File: src/rtl/ovp_latch_qualifier.sv
module ovp_latch_qualifier #(
  parameter int BLANK_CYC  = 250,
  parameter int MIN_HI_CYC = 150,
  parameter int RUN_LEN    = 4
) (
  input  logic clk,
  input  logic por,
  input  logic gate_on,
  input  logic ovp_hi,
  output logic latched_off
);
  localparam int BW = $clog2(BLANK_CYC + 1);
  localparam int HW = $clog2(MIN_HI_CYC + 1);
  localparam int RW = $clog2(RUN_LEN + 1);

  logic          gate_q;
  logic [BW-1:0] blank_cnt;
  logic [HW-1:0] hi_cnt;
  logic [RW-1:0] run_cnt;
  logic          ev_seen;
  logic          lat_q;

  wire turn_off = gate_q & ~gate_on;
  wire period_start = ~gate_q & gate_on;
  wire blanked = turn_off | (blank_cnt != '0);
  wire sample = ovp_hi & ~blanked;
  wire qual = sample & (hi_cnt == HW'(MIN_HI_CYC - 1));

  assign latched_off = lat_q;

  always_ff @(posedge clk) begin
    if (por) begin
      gate_q    <= 1'b0;
      blank_cnt <= '0;
      hi_cnt    <= '0;
    end else begin
      gate_q <= gate_on;
      if (turn_off)
        blank_cnt <= BW'(BLANK_CYC - 1);
      else if (blank_cnt != '0)
        blank_cnt <= blank_cnt - 1'b1;
      if (!sample)
        hi_cnt <= '0;
      else if (hi_cnt != HW'(MIN_HI_CYC))
        hi_cnt <= hi_cnt + 1'b1;
    end
  end

  always_ff @(posedge clk) begin
    if (por) begin
      ev_seen <= 1'b0;
      run_cnt <= '0;
      lat_q   <= 1'b0;
    end else if (period_start) begin
      ev_seen <= qual;
      if (!lat_q) begin
        run_cnt <= ev_seen ? run_cnt + 1'b1 : '0;
        if (ev_seen && run_cnt == RW'(RUN_LEN - 1))
          lat_q <= 1'b1;
      end
    end else if (qual) begin
      ev_seen <= 1'b1;
    end
  end
endmodule


File: config.mk
export PLATFORM = sky130hd
export DESIGN_NAME = ovp_latch_qualifier
export DESIGN_NICKNAME = d
export VERILOG_FILES = /design/src/rtl/ovp_latch_qualifier.sv
export SDC_FILE = /design/constraint.sdc
export NUM_CORES = 1
export LEC_CHECK = 0
export BUFFER_PORTS_ARGS = -buffer_cell sky130_fd_sc_hd__buf_2
export CELL_PAD_IN_SITES_DETAIL_PLACEMENT = 1
export CELL_PAD_IN_SITES_GLOBAL_PLACEMENT = 1
export CORE_ASPECT_RATIO = 1.75
export CORE_UTILIZATION = 30
export CTS_CLUSTER_DIAMETER = 30
export DETAILED_ROUTE_END_ITERATION = 8
export PLACE_DENSITY_LB_ADDON = 0.25
export RECOVER_POWER = 25
export SLEW_MARGIN = 15
export SYNTH_ARGS = -nofsm -noshare
export SYNTH_HDL_FRONTEND = slang
export SYNTH_SLANG_ARGS = --single-unit
File: constraint.sdc
create_clock -name clk -period 2 [get_ports clk]
set_input_delay 0.2 -clock clk [delete_from_list [all_inputs] [get_ports clk]]
set_output_delay 0.2 -clock clk [all_outputs]
set_load 0.05 [all_outputs]
==> results.toml <==
[synthesis]
synth_edf_count = 0
yosysMostFrequentCell = "dfxtp_1"
synthArstFlopShare_pct = 0
yosysUniqueCellTypes = 42
synth_xor_area_share_pct = 3.03
ys.flop_type = "dfxtp_1"
syn_inst = 125
synthAdderAreaFrac_pct = 6.49
yosys.area.top_type = "dfxtp_1"
synth_top_family_by_area = "simple AND/OR/NAND/NOR gates"
ys_top_cells_by_area = "dfxtp_1, ha_1, or3_1"
synth_fp_nets = 135
muxShareOfSynthArea_pct = 0
yosys_warnings = 0
synth_common_cells = "dfxtp_1, a21oi_1, inv_1"
netlist_area_mm2 = 0.00116
syn_area_per_cell_um2 = 9.26
synthSimpleGateAreaFrac_pct = 27.6
synth_compound_area_share_pct = 20.2
ys_ff_latch = 22
synth_top_area_share_pct = 38.1
ys_seq_area_share_pct = 38.1

[timing]
holdWs_ps = 237
finClkSkew_ps = 1.92
hold_viol_final = 0
setup_violations = 0
setup_slack_ps = 149
slew_viol_final = 0
min_period_over_period_pct = 92.5
max_slew.worst_pin.slew_ps = 716
fin_crit_ps = 1850
finalSetupTns_ps = 0
rsz0062_at_grt = "false"
slew_headroom_pct = 52.3
max_freq_mhz = 540

[clocking]
clock_latency_ps = 260
cts_resized = 0
clock_path_buffers = 2
htree_levels = 1
numCtsBuffers = 3
cts_root_buffer = "clkbuf_8"
post-cts-setup-buffers = 0
cts_tree = "done"
cts_hold_buf = 0
clock_sinks = 22
clk_pin_slew_ps = 70

[power]
peakVddDrop_uv = 423
power_density_mw_per_mm2 = 1130
leakage_nw = 0.406
power_mw = 1.43

[global_routing]
grt_pass1_wl_mm = 4.62
grt_max_degree = 16
track_usage_pct = 14.4
antenna_found_initial = 0
grt_pass1_vias = 1026
overflow = 0

[drt]
dr.pass1.iters = 4
routedWlPerCell_um = 14.8
viasPerCell = 5.43
ant_nets = 0
finalWirelength_mm = 2.60
num_vias = 955
drtIter0Drc = 9
remaining_drc_errors = 0

[worst_setup_path]
crit_type = "reg2reg"
end_kind = "register"
critPathLaunchType = "register"
worst_ep_arrival_time_ps = 2000
required_ps = 2150
cp_max_fo = 12

[floorplanning]
rows = 29
die_h_um = 84.2
die_w_um = 49.0
design.core.area_mm2 = 0.00366
dieArea_mm2 = 0.00412
io_pins = 5
start_util_pct = 31.6

[finish]
drive_above_1_share_pct = 10.0
final_nets = 142
diodes = 0
final-instance-count-excl-fill = 176
area_growth_syn_to_layout_pct = 9.51
final_cell_area_mm2 = 0.00127
final_core_util_pct = 34.6

[run_status]
status = "finished clean"

[placement]
dp.cells = 173
numPortBuffers = 4
placed_area_mm2 = 0.00123
hpwl_mm = 2.00
place_congestion = 0.798
post-place-ws_ps = 108

[hold_path]
hp-class = "in2reg"

[run]
drv_cap = 0
[power by group]
group / switching (mW) / total [mW] / internal (mW)
logic: 0.303 / 0.538 / 0.235
clock network: 0.136 / 0.271 / 0.134
registers: 0.106 / 0.620 / 0.514
[layout by cell type, fill, tap and decap left out, types with 2 or more instances in the layout]
cell type  Yosys  layout
o31ai_1        2       2
nor3_1         6       6
or3_1          7       7
nor2_1         5       5
a211o_1        2       2
xor2_1         3       3
nor4_1         3       3
clkbuf_1       1       2
buf_2          1       2
nor2b_1        4       4
nand2_1        5       5
a2111oi_1      2       2
buf_4          0       2
a21oi_1        8       8
a211oi_1       3       3
clkbuf_8       0       3
a31oi_1        2       2
ha_1           6       6
inv_1          8       8
nand2b_1       2       2
o21ai_0        4       4
nand3_1        6       6
nand3b_1       2       2
dfxtp_1       22      22
[per-layer routing]
| metal | GRT usage, % | share of wire (%) | routed length (um) |
|---|---|---|---|
| met5 | 0 | 0 | 0 |
| met4 | 7.49 | 2.1 | 55 |
| met3 | 1.81 | 1.8 | 47 |
| met2 | 26.6 | 54 | 1400 |
| met1 | 15.5 | 42 | 1100 |
[kinds of logic after synthesis]
group,Yosys count
simple gates,51
buf+inv,12
xor+xnor,4
compound gates,30
flops,22
fa+ha+maj,6
[flip-flops by register name (all words and copies together), names as in the netlist]
| name | count |
|---|---|
| hi_cnt | 8 |
| latched_off | 1 |
| ev_seen | 1 |
| gate_q | 1 |
| run_cnt | 3 |
| blank_cnt | 8 |
[critical path, stage by stage (launching register included)]
cell and delay, ps:
dfxtp_1 340, inv_1 90, ha_1 220, or3b_4 440, nand2b_4 240, a2111oi_1 410
[layout make-up]
class	count	area, um2
Sequential cell	22	440
Timing Repair Buffer	6	32.5
Tap cell	46	57.6
Clock buffer	3	41.3
Fill cell	448	2400
Inverter	8	30.0
Multi-Input combinational cell	91	666
[path summary, 6_finish.rpt]
path / depth (start not counted) / slack [ps] / endpoint / start
max: 5 / 150 / blank_cnt[1]$_SDFFE_PP0P_ / blank_cnt[0]$_SDFFE_PP0P_
min: 2 / 240 / gate_q$_SDFF_PP0_ / gate_on
max reg2reg: 5 / 150 / blank_cnt[1]$_SDFFE_PP0P_ / blank_cnt[0]$_SDFFE_PP0P_
min reg2reg: 2 / 450 / run_cnt[2]$_SDFFE_PP0P_ / run_cnt[2]$_SDFFE_PP0P_
Power figures use the tool's default switching activity.
